File: src/rtl/medf_pkg.sv
package medf_pkg;
  localparam int unsigned SAMPLE_W_DEF = 16;
  localparam int unsigned WIN_DEF      = 5;

  // Width of an age slot or a sorted position for a window of n entries.
  function automatic int unsigned slot_width(input int unsigned n);
    return (n > 1) ? $clog2(n) : 1;
  endfunction
endpackage

File: src/rtl/medf_rst_sync.sv
module medf_rst_sync (
  input  logic clk,
  input  logic rst_n_in,
  output logic rst_n_out
);
  logic stage_q;
  logic hold_q;

  always_ff @(posedge clk or negedge rst_n_in) begin
    if (!rst_n_in) begin
      stage_q <= 1'b0;
      hold_q  <= 1'b0;
    end else begin
      stage_q <= 1'b1;
      hold_q  <= stage_q;
    end
  end

  assign rst_n_out = hold_q;
endmodule

File: src/rtl/medf_rank_locate.sv
// Finds where the oldest entry sits in the sorted window, and the position
// the new sample will take once that entry is gone.
module medf_rank_locate #(
  parameter int unsigned WIN    = 5,
  parameter int unsigned DATA_W = 16,
  parameter int unsigned SLOT_W = 3
) (
  input  logic signed [DATA_W-1:0] vals     [WIN],
  input  logic        [SLOT_W-1:0] slots    [WIN],
  input  logic        [SLOT_W-1:0] age_ptr,
  input  logic signed [DATA_W-1:0] new_val,
  output logic        [SLOT_W-1:0] evict_idx,
  output logic        [SLOT_W-1:0] ins_pos
);
  always_comb begin
    evict_idx = '0;
    for (int j = 0; j < WIN; j++) begin
      if (slots[j] == age_ptr) evict_idx = SLOT_W'(j);
    end
  end

  // Count the surviving entries that are strictly smaller than the new sample.
  always_comb begin
    ins_pos = '0;
    for (int j = 0; j < WIN; j++) begin
      if ((slots[j] != age_ptr) && (vals[j] < new_val)) begin
        ins_pos = ins_pos + SLOT_W'(1);
      end
    end
  end
endmodule

File: src/rtl/medf_sorted_window.sv
// Holds the window in ascending order. Each entry carries the age slot it
// was written into. One accepted sample shifts part of the array by one
// place to close the evicted gap and open the insert gap.
module medf_sorted_window #(
  parameter int unsigned WIN    = 5,
  parameter int unsigned DATA_W = 16,
  parameter int unsigned SLOT_W = 3
) (
  input  logic                     clk,
  input  logic                     rst_n,
  input  logic                     load_en,
  input  logic signed [DATA_W-1:0] new_val,
  output logic signed [DATA_W-1:0] vals_q   [WIN],
  output logic        [SLOT_W-1:0] slots_q  [WIN],
  output logic        [SLOT_W-1:0] age_ptr_q
);
  localparam logic [SLOT_W-1:0] LAST_SLOT = SLOT_W'(WIN - 1);

  logic        [SLOT_W-1:0] evict_idx;
  logic        [SLOT_W-1:0] ins_pos;
  logic signed [DATA_W-1:0] vals_nxt  [WIN];
  logic        [SLOT_W-1:0] slots_nxt [WIN];
  logic        [SLOT_W-1:0] age_ptr_nxt;

  medf_rank_locate #(
    .WIN   (WIN),
    .DATA_W(DATA_W),
    .SLOT_W(SLOT_W)
  ) u_locate (
    .vals     (vals_q),
    .slots    (slots_q),
    .age_ptr  (age_ptr_q),
    .new_val  (new_val),
    .evict_idx(evict_idx),
    .ins_pos  (ins_pos)
  );

  // Per position: take the new sample, or an old entry from the same
  // place, the place above, or the place below.
  for (genvar g = 0; g < WIN; g++) begin : g_pos
    logic [SLOT_W-1:0] src_idx;
    logic              take_new;

    always_comb begin
      if (g < int'(ins_pos)) begin
        src_idx = (g < int'(evict_idx)) ? SLOT_W'(g) : SLOT_W'(g + 1);
      end else begin
        src_idx = ((g - 1) < int'(evict_idx)) ? SLOT_W'(g - 1) : SLOT_W'(g);
      end
    end

    assign take_new     = (g == int'(ins_pos));
    assign vals_nxt[g]  = take_new ? new_val   : vals_q[src_idx];
    assign slots_nxt[g] = take_new ? age_ptr_q : slots_q[src_idx];
  end

  always_comb begin
    age_ptr_nxt = (age_ptr_q == LAST_SLOT) ? '0 : age_ptr_q + SLOT_W'(1);
  end

  always_ff @(posedge clk or negedge rst_n) begin
    if (!rst_n) begin
      for (int i = 0; i < WIN; i++) begin
        vals_q[i]  <= '0;
        slots_q[i] <= SLOT_W'(i);
      end
      age_ptr_q <= '0;
    end else if (load_en) begin
      for (int i = 0; i < WIN; i++) begin
        vals_q[i]  <= vals_nxt[i];
        slots_q[i] <= slots_nxt[i];
      end
      age_ptr_q <= age_ptr_nxt;
    end
  end
endmodule

File: src/rtl/medf_mid_select.sv
// Floor of the mean of two middle values. For an odd window both inputs
// are the same entry, and the mean is that entry.
module medf_mid_select #(
  parameter int unsigned DATA_W = 16
) (
  input  logic signed [DATA_W-1:0] lo_val,
  input  logic signed [DATA_W-1:0] hi_val,
  output logic signed [DATA_W-1:0] mid_val
);
  logic signed [DATA_W:0] pair_sum;

  assign pair_sum = {lo_val[DATA_W-1], lo_val} + {hi_val[DATA_W-1], hi_val};
  assign mid_val  = pair_sum[DATA_W:1];
endmodule

File: src/rtl/medf_sliding_median.sv
module medf_sliding_median #(
  parameter int unsigned WIN    = medf_pkg::WIN_DEF,
  parameter int unsigned DATA_W = medf_pkg::SAMPLE_W_DEF
) (
  input  logic              clk,
  input  logic              rst_n,
  input  logic              in_valid,
  input  logic [DATA_W-1:0] in_data,
  output logic              out_valid,
  output logic [DATA_W-1:0] out_median
);
  localparam int unsigned SLOT_W = medf_pkg::slot_width(WIN);
  localparam int unsigned LO_IDX = (WIN - 1) / 2;
  localparam int unsigned HI_IDX = WIN / 2;

  logic                     rst_sync_n;
  logic signed [DATA_W-1:0] sort_val  [WIN];
  logic        [SLOT_W-1:0] sort_slot [WIN];
  logic        [SLOT_W-1:0] age_ptr;
  logic signed [DATA_W-1:0] mid_val;
  logic                     upd_q;
  logic                     out_valid_q;
  logic        [DATA_W-1:0] out_median_q;
  logic        [DATA_W-1:0] out_median_nxt;

  medf_rst_sync u_rst_sync (
    .clk      (clk),
    .rst_n_in (rst_n),
    .rst_n_out(rst_sync_n)
  );

  medf_sorted_window #(
    .WIN   (WIN),
    .DATA_W(DATA_W),
    .SLOT_W(SLOT_W)
  ) u_window (
    .clk      (clk),
    .rst_n    (rst_sync_n),
    .load_en  (in_valid),
    .new_val  (signed'(in_data)),
    .vals_q   (sort_val),
    .slots_q  (sort_slot),
    .age_ptr_q(age_ptr)
  );

  medf_mid_select #(
    .DATA_W(DATA_W)
  ) u_mid (
    .lo_val (sort_val[LO_IDX]),
    .hi_val (sort_val[HI_IDX]),
    .mid_val(mid_val)
  );

  // Output stage: register the middle value one edge after the window update.
  always_comb begin
    out_median_nxt = upd_q ? DATA_W'(mid_val) : out_median_q;
  end

  always_ff @(posedge clk or negedge rst_sync_n) begin
    if (!rst_sync_n) begin
      upd_q        <= 1'b0;
      out_valid_q  <= 1'b0;
      out_median_q <= '0;
    end else begin
      upd_q        <= in_valid;
      out_valid_q  <= upd_q;
      out_median_q <= out_median_nxt;
    end
  end

  assign out_valid  = out_valid_q;
  assign out_median = out_median_q;
endmodule

File: config.mk
export PLATFORM = sky130hd
export DESIGN_NAME = medf_sliding_median
export DESIGN_NICKNAME = d
export VERILOG_FILES = /design/src/rtl/medf_pkg.sv /design/src/rtl/medf_rst_sync.sv /design/src/rtl/medf_rank_locate.sv /design/src/rtl/medf_sorted_window.sv /design/src/rtl/medf_mid_select.sv /design/src/rtl/medf_sliding_median.sv
export SDC_FILE = /design/constraint.sdc
export NUM_CORES = 1
export LEC_CHECK = 0
export BUFFER_PORTS_ARGS = -buffer_cell sky130_fd_sc_hd__buf_2
export CAP_MARGIN = 15
export CORE_UTILIZATION = 30
export CTS_CLUSTER_DIAMETER = 80
export DETAILED_ROUTE_END_ITERATION = 16
export GPL_TIMING_DRIVEN = 0
export PLACE_DENSITY_LB_ADDON = 0.1
export SLEW_MARGIN = 20
export SYNTH_ARGS = -nofsm -noshare
export SYNTH_HDL_FRONTEND = slang
export SYNTH_HIERARCHICAL = 1
export SYNTH_SLANG_ARGS = --single-unit
File: constraint.sdc
create_clock -name clk -period 6.75 [get_ports clk]
set_input_delay 1.35 -clock clk [delete_from_list [all_inputs] [get_ports clk]]
set_output_delay 1.35 -clock clk [all_outputs]
set_load 0.05 [all_outputs]
==> summary by stage, run 1 <==
Global routing
The via count of the first global-routing pass is 7424. After global routing the overflow that remains totals 0. The wire length of the first global-routing pass is 46700 um. The number of antenna violations at the first check in global routing is 0. The global-route usage over all layers is 20.8%.

Entering global routing, the biggest net connects 51 pins.

Floorplanning
The total die area is 30200 um2. The top-level port count is 36. The total area inside the core boundary comes to 28900 um2. The die is 174 um wide. In this run the core area contains 62 standard-cell rows. The floorplan die height is 174 um. Once the floorplan was initialized, standard cells occupied 30.6% of the core.

Logic synthesis
The number of different library cells used by synthesis comes to 82. For this run, asynchronously set or reset flops after synthesis account for 100%. The average size of a mapped cell is 9.62 um2. The yosys synthesis warning count is 6. After technology mapping, the gate count stands at 919. The most used flip-flop cell after synthesis is sky130_fd_sc_hd__dfrtp_1. The number of nets in the synthesized netlist is 1035.

Yosys mapped a number of flops with a built-in enable equal to 0. Sequential elements use 33.5% of the synthesized area. Summed over all instances, the cell type with the most area after synthesis is sky130_fd_sc_hd__dfrtp_1. The share of Yosys cell area claimed by the top area cell type is 32.0%.

The number of storage elements in the synthesis netlist is 118. The area of the mapped netlist is 8840 um2. Yosys attributes the largest share of cell area to sky130_fd_sc_hd__dfrtp_1, sky130_fd_sc_hd__ha_1, sky130_fd_sc_hd__nand2_1.

Critical path
The worst reg2reg path depth is 15. The kind of launch point of the worst setup path is a primary input. The sort of element at the end of the critical path is a register. The biggest cell delay along the critical path is 870 ps. The worst endpoint data arrival time is 6600 ps.

Data on the critical path is required at its endpoint by 7070 ps. The most critical setup path has its startpoint at in_data[1]. The highest fanout seen on the critical path is 10. The critical path goes through buf_2 -> inv_1 -> ha_1 -> a21o_1 -> a21o_1 -> a211oi_1 -> o21bai_1 -> a31oi_1 -> o21a_1 -> ha_1 -> xor2_2 -> ha_1 -> mux2_2 -> ha_1 -> mux2_2 -> buf_6 -> nor3_2 -> buf_6 -> a221oi_2 -> o31ai_2. Among all stages on the critical path, the largest delay is contributed by sky130_fd_sc_hd__nor3_2.

The cell with the most instances on the worst path is sky130_fd_sc_hd__ha_1. The startpoint identified for the worst register-to-register timing path is u_window/vals_q[47]. The kind of critical path is primary input to register.

Timing
The final critical delay including setup and external delays is 6290 ps. The highest clock frequency the design can meet is 159 MHz. The final count of negative-setup-slack endpoints is 0. Setup repair after global routing left no endpoint under its margin. The transition time at the pin with the least slew margin is 1100 ps. The hold violation count in the final report is 0. The final critical path takes up 93.2% of the cycle. The worst slew margin relative to its limit is 26.2%. The worst-case clock skew is 13.0 ps.

The worst hold margin is 296 ps. The max-slew violation total from the final report is 0.

Finish
The library cells used most frequently in the layout, excluding fill and tap cells, are sky130_fd_sc_hd__nand2_1, sky130_fd_sc_hd__dfrtp_1, sky130_fd_sc_hd__ha_1. The number of inserted diodes is 0. The area occupied by registers is 2960 um2. The post-layout net count is 1091. The area growth from synthesis to final layout is 14.8%. Cells fill 35.2% of the core in the end. Leaving out fill and tap cells, the most frequent cell in the layout is sky130_fd_sc_hd__nand2_1. The area of the multi-input gates is 5430 um2. The share of post-route cells with drive strength above 1 is 18.5%.

Fill cells in the final layout number 2978.

Placed design
Detailed placement ended at an HPWL of 22000 um. At the end of routability-driven placement, the weighted congestion stood at 0.862. The count of buffers added on input and output ports is 35.

Clock tree
Post-CTS repair changed the size of 0 cells. CTS placed an instance of sky130_fd_sc_hd__clkbuf_16 at the clock tree root. The maximum root-to-sink buffer count is 2. Clock-pin slew was measured on the worst setup and hold paths at 60 ps. TritonCTS built the clock tree. The hold-fix buffer count after cts is 0. Post-CTS timing repair inserted 0 buffers for setup. The total number of H-tree levels is 4. The source-to-sink clock delay at the later pin of the worst-skew pair is 420 ps. The clock drives 118 sinks. The total clock buffers created by CTS is 17.

Detailed routing
The routed length per placed instance is 22.2 um. The number of antenna-violating nets in the routed design is 0. The detailed router finished its first iteration with 687 violations. Wires add up to 30500 um. The number of iterations in the first detailed-routing pass is 5. The via density per instance is 5.56.

The detailed router placed 7623 vias in this run. The DRC violation count after routing is 0.

Job
The tool flagged a number of max-cap violations equal to 0.

Min path
The path class of the tightest hold or removal check is register to asynchronous set/reset pin.

Run status
The flow ran to the end, and the final reports show no timing, DRC or antenna violations.
-- state kept, by name (all words and copies together), names as in the netlist --
name	count
u_rst_sync/rst_n_out	1
u_rst_sync/stage_q	1
u_window/vals_q	80
u_window/slots_q	15
out_valid	1
u_window/age_ptr_q	3
upd_q	1
out_median	16
-- synth_stat cells (21+ instances only) --
master                       n
sky130_fd_sc_hd__a221oi_1   30
sky130_fd_sc_hd__nand2_1   124
sky130_fd_sc_hd__o21ai_0    51
sky130_fd_sc_hd__buf_2      21
sky130_fd_sc_hd__dfrtp_1   113
sky130_fd_sc_hd__nor2_1     57
sky130_fd_sc_hd__inv_1      26
sky130_fd_sc_hd__ha_1       96
sky130_fd_sc_hd__o31ai_1    29
sky130_fd_sc_hd__mux2i_1    22
sky130_fd_sc_hd__a21oi_1    35
sky130_fd_sc_hd__o21ai_1    26
-- per-layer routing --
layer | wire length (um) | up-vias | global-route usage (%)
met4 | 448 | 0 | 4.97
met5 | 0 | - | 0
li1 | - | 3587 | -
met3 | 1440 | 34 | 3.16
met1 | 14100 | 3761 | 28.4
met2 | 14500 | 241 | 34.4
-- cell type report --
class	count	area share, %
Inverter	26	0.962
Clock inverter	12	1.50
Sequential cell	118	29.2
Multi-Input combinational cell	721	53.5
Timing Repair Buffer	37	2.19
Tap cell	384	4.73
Clock buffer	20	4.40
Buffer	54	3.54
-- worst paths after layout --
check                      slack [ps]              endpoint
min in group clk                  350  u_rst_sync/rst_n_out
max reg2reg                      1220   u_window/vals_q[36]
min reg2reg                       300   u_window/vals_q[26]
max                               460   u_window/vals_q[36]
max in group asynchronous        5480   u_window/slots_q[9]
min                               300   u_window/vals_q[26]
-- critical path: cells and delay by family --
| family | cells | cell delay, ps |
|---|---|---|
| xor+xnor | 1 | 250 |
| compound gates | 8 | 1640 |
| buf+inv | 4 | 790 |
| simple gates | 1 | 870 |
| fa+ha+maj | 4 | 1120 |
| mux | 2 | 580 |
-- stage by stage --
stage	cell area (um2)	worst slack [ps]	TNS [ps]	instances
floorplan	8840	1360	0	919
global placement	9500	-28.1	-125	1338
detailed placement	9550	49.4	0	1340
CTS	10100	446	0	1372
global route	10100	144	0	1372
finish	10100	462	0	1372
-- cells by family (layout without fill, tap and decap cells) --
family	count (synthesis)	count (layout)	synth area share, %
compound gates	298	298	25.4
xor+xnor	30	30	3.14
fa+ha+maj	97	97	13.8
buf+inv	80	149	5.16
flops	118	118	33.5
mux	40	40	5.21
other cells	1	1	0.0424
simple gates	255	255	13.8
Power of run 1 is left out: the tool's default activity adds up to more than one toggle a clock period on the data nets, which glitch-free logic cannot reach.
==> inputs of run 2 (changes only) <==
Settings changed: BUFFER_PORTS_ARGS -buffer_cell sky130_fd_sc_hd__buf_2 to -buffer_cell sky130_fd_sc_hd__clkbuf_2, PLACE_DENSITY set to 0.49, PLACE_DENSITY_LB_ADDON 0.1 to not set.
==> run 2 against run 1 <==
Net effect: sequential share of layout area stayed put; sequential cell count stayed put; via count is 0.26% lower.
==> summary by stage, run 2 (same netlist as run 1, synthesis figures left out) <==
Run status
The flow ran to the end, and the final reports show no timing, DRC or antenna violations.

Timing
The max-slew violation total from the final report came to 0 (unchanged). The post-layout worst setup margin is 413 ps (-49.2 ps). The worst-case clock skew is 11.2 ps (-1.79 ps). The portion of the clock cycle consumed by the worst path in the final layout is 93.9% (+0.73 points). The hold violation count in the final report is 0 (unchanged).

The final count of negative-setup-slack endpoints is 0 (unchanged). Setup repair after global routing left no endpoint under its margin. The highest clock frequency the design can meet came to 158 MHz (-0.78%). The worst hold margin is 296 ps (-0.0990 ps). The transition time at the pin with the least slew margin is 966 ps (-135 ps).

The worst slew margin relative to its limit was 35.3% (+9.0 points). The sum of negative setup slack was 0 ps (unchanged). The final critical delay including setup and external delays came to 6340 ps (+49.2 ps).

Clock tree
The CTS tree is done. The clock sink count is 118 (unchanged). The total clock buffers created by CTS is 17 (unchanged). The source-to-sink clock delay at the later pin of the worst-skew pair is 420 ps (about the same).

The post-CTS setup buffer count is 0 (unchanged). The maximum root-to-sink buffer count is 2 (unchanged). The clock-pin slew on the worst setup and hold paths came to 60 ps (about the same). The clock root buffer master is sky130_fd_sc_hd__clkbuf_16. The hold-fix buffer count after cts is 0 (unchanged). The number of cells upsized or downsized after cts is 0 (unchanged).

The total number of H-tree levels is 4 (unchanged).

Critical path
The signal on the critical path passes through clkbuf_2 -> inv_1 -> ha_1 -> a21o_1 -> a21o_1 -> a211oi_1 -> o21bai_1 -> a31oi_1 -> o21a_1 -> ha_1 -> xor2_2 -> ha_1 -> mux2_2 -> ha_1 -> mux2_2 -> buf_6 -> or3_4 -> o221ai_2 -> clkbuf_1 -> o31ai_1. The worst endpoint data arrival time is 6610 ps (about the same). The worst register-to-register path ends at u_window/vals_q[59]. The cell with the largest stage delay on the worst path is sky130_fd_sc_hd__clkbuf_1. The sort of element at the end of the critical path is a register. The cell family with the largest share of critical-path delay is compound AO/OA/AOI/OAI gates. The worst setup path is launched from a primary input. The worst reg2reg path depth is 15 (unchanged). The startpoint identified for the worst register-to-register timing path is u_window/vals_q[47]. The data required time at the worst endpoint came to 7020 ps (-50 ps). The buffers plus inverters on the worst setup path came to 4 (unchanged). By startpoint and endpoint, the worst setup path is classified as primary input to register. The highest fanout seen on the critical path is 10 (unchanged). The worst setup slack for register-to-register paths is 1250 ps (+30 ps). The biggest cell delay along the critical path is 650 ps (-220 ps). The most numerous cell type found on the critical path is sky130_fd_sc_hd__ha_1.

Finish
The filler cell count in the final layout is 2949 (-0.97%). In the layout the commonest cells are sky130_fd_sc_hd__nand2_1, sky130_fd_sc_hd__dfrtp_1, sky130_fd_sc_hd__ha_1. The post-layout net count was 1091 (unchanged). The flip-flop count of the largest register after layout was 80 (unchanged). The utilization after layout is 35.2% (unchanged). Leaving out fill and tap cells, the most frequent cell in the layout is sky130_fd_sc_hd__nand2_1. The number of inserted diodes was 0 (unchanged). The area growth from synthesis to final layout came to 14.8% (unchanged). More flip-flops sit in one register than any other, and that register is u_window/vals_q.

The share of post-route cells with drive strength above 1 is 18.4% (-0.10 points).

Floorplanning
The area of the core is 28900 um2 (unchanged). The top-level port count is 36 (unchanged). The floorplan die height came to 174 um (unchanged). The horizontal die dimension is 174 um (unchanged). The number of placement rows is 62 (unchanged). The total die area was 30200 um2 (unchanged). The initial core utilization is 30.6% (unchanged).

Detailed routing
The violation count after the first detailed-routing iteration is 736 (+7.1%). The vias after detailed routing came to 7603 (-0.26%). The number of iterations in the first detailed-routing pass was 5 (unchanged). The DRC violation count after routing is 0 (unchanged). The number of antenna-violating nets in the routed design is 0 (unchanged). The via density per instance was 5.54 (-0.26%). The total length of routed wires came to 29700 um (-2.5%). The routed length per placed instance is 21.7 um (-2.5%).

Global routing
The overflow left after global routing is 0 (unchanged). The number of antenna violations at the first check in global routing was 1 (+1). The wire length of the first global-routing pass is 46000 um (-1.5%). The via count of the first global-routing pass was 7646 (+3.0%). The global-route usage over all layers is 20.2% (-0.63 points). The pin count of the biggest net entering global routing is 51 (unchanged).

Placed design
The worst slack after detailed placement was 19.1 ps (-30.3 ps). The final weighted congestion in routability-driven placement is 0.871 (+1.1%). The estimated wirelength of the detail-placed design is 21300 um (-3.2%). The count of port buffers added during placement is 35 (unchanged).

Job
The count of max-cap constraint violations was 0 (unchanged).

Min path
The classification of the worst-slack hold path is register to asynchronous set/reset pin.
-- run 2: area by class of cell --
| type | instances | area (um2) | area share, % |
|---|---|---|---|
| flip-flops and latches | 118 | 2960 | 29.2 |
| clock buffers | 25 | 505 | 4.98 |
| multi-input cells | 721 | 5430 | 53.5 |
| well taps | 384 | 480 | 4.73 |
| repair buffers | 37 | 223 | 2.19 |
| plain buffers | 54 | 359 | 3.54 |
| clock inverters | 7 | 93.8 | 0.925 |
| inverters | 26 | 97.6 | 0.962 |
-- run 2: worst max path at each step --
stage / end / slack, ps / cells past startpoint / startpoint
global placement: u_window/vals_q[59] / -2 / 20 / in_data[1]
CTS: u_window/vals_q[59] / 440 / 20 / in_data[1]
global route: u_window/vals_q[55] / 170 / 20 / in_data[1]
finish: u_window/vals_q[59] / 410 / 20 / in_data[1]
floorplan: u_window/vals_q[52] / 1360 / 19 / in_data[1]
detailed placement: u_window/vals_q[59] / 20 / 20 / in_data[1]
-- run 2: metal layers --
| metal | vias up | wire length, um | global-route usage, % |
|---|---|---|---|
| met3 | 42 | 1750 | 3.49 |
| met2 | 232 | 13800 | 32.6 |
| met4 | 0 | 692 | 7.27 |
| li1 | 3591 | - | - |
| met1 | 3738 | 13400 | 27.0 |
| met5 | - | 0 | 0 |
-- run 2: metrics by stage --
step	instances	cell area, um2
final	1372	10100
after global routing	1372	10100
after CTS	1372	10100
after detailed placement	1340	9550
after global placement	1338	9500
after floorplan	919	8840
Power of run 2 is left out for the same reason.
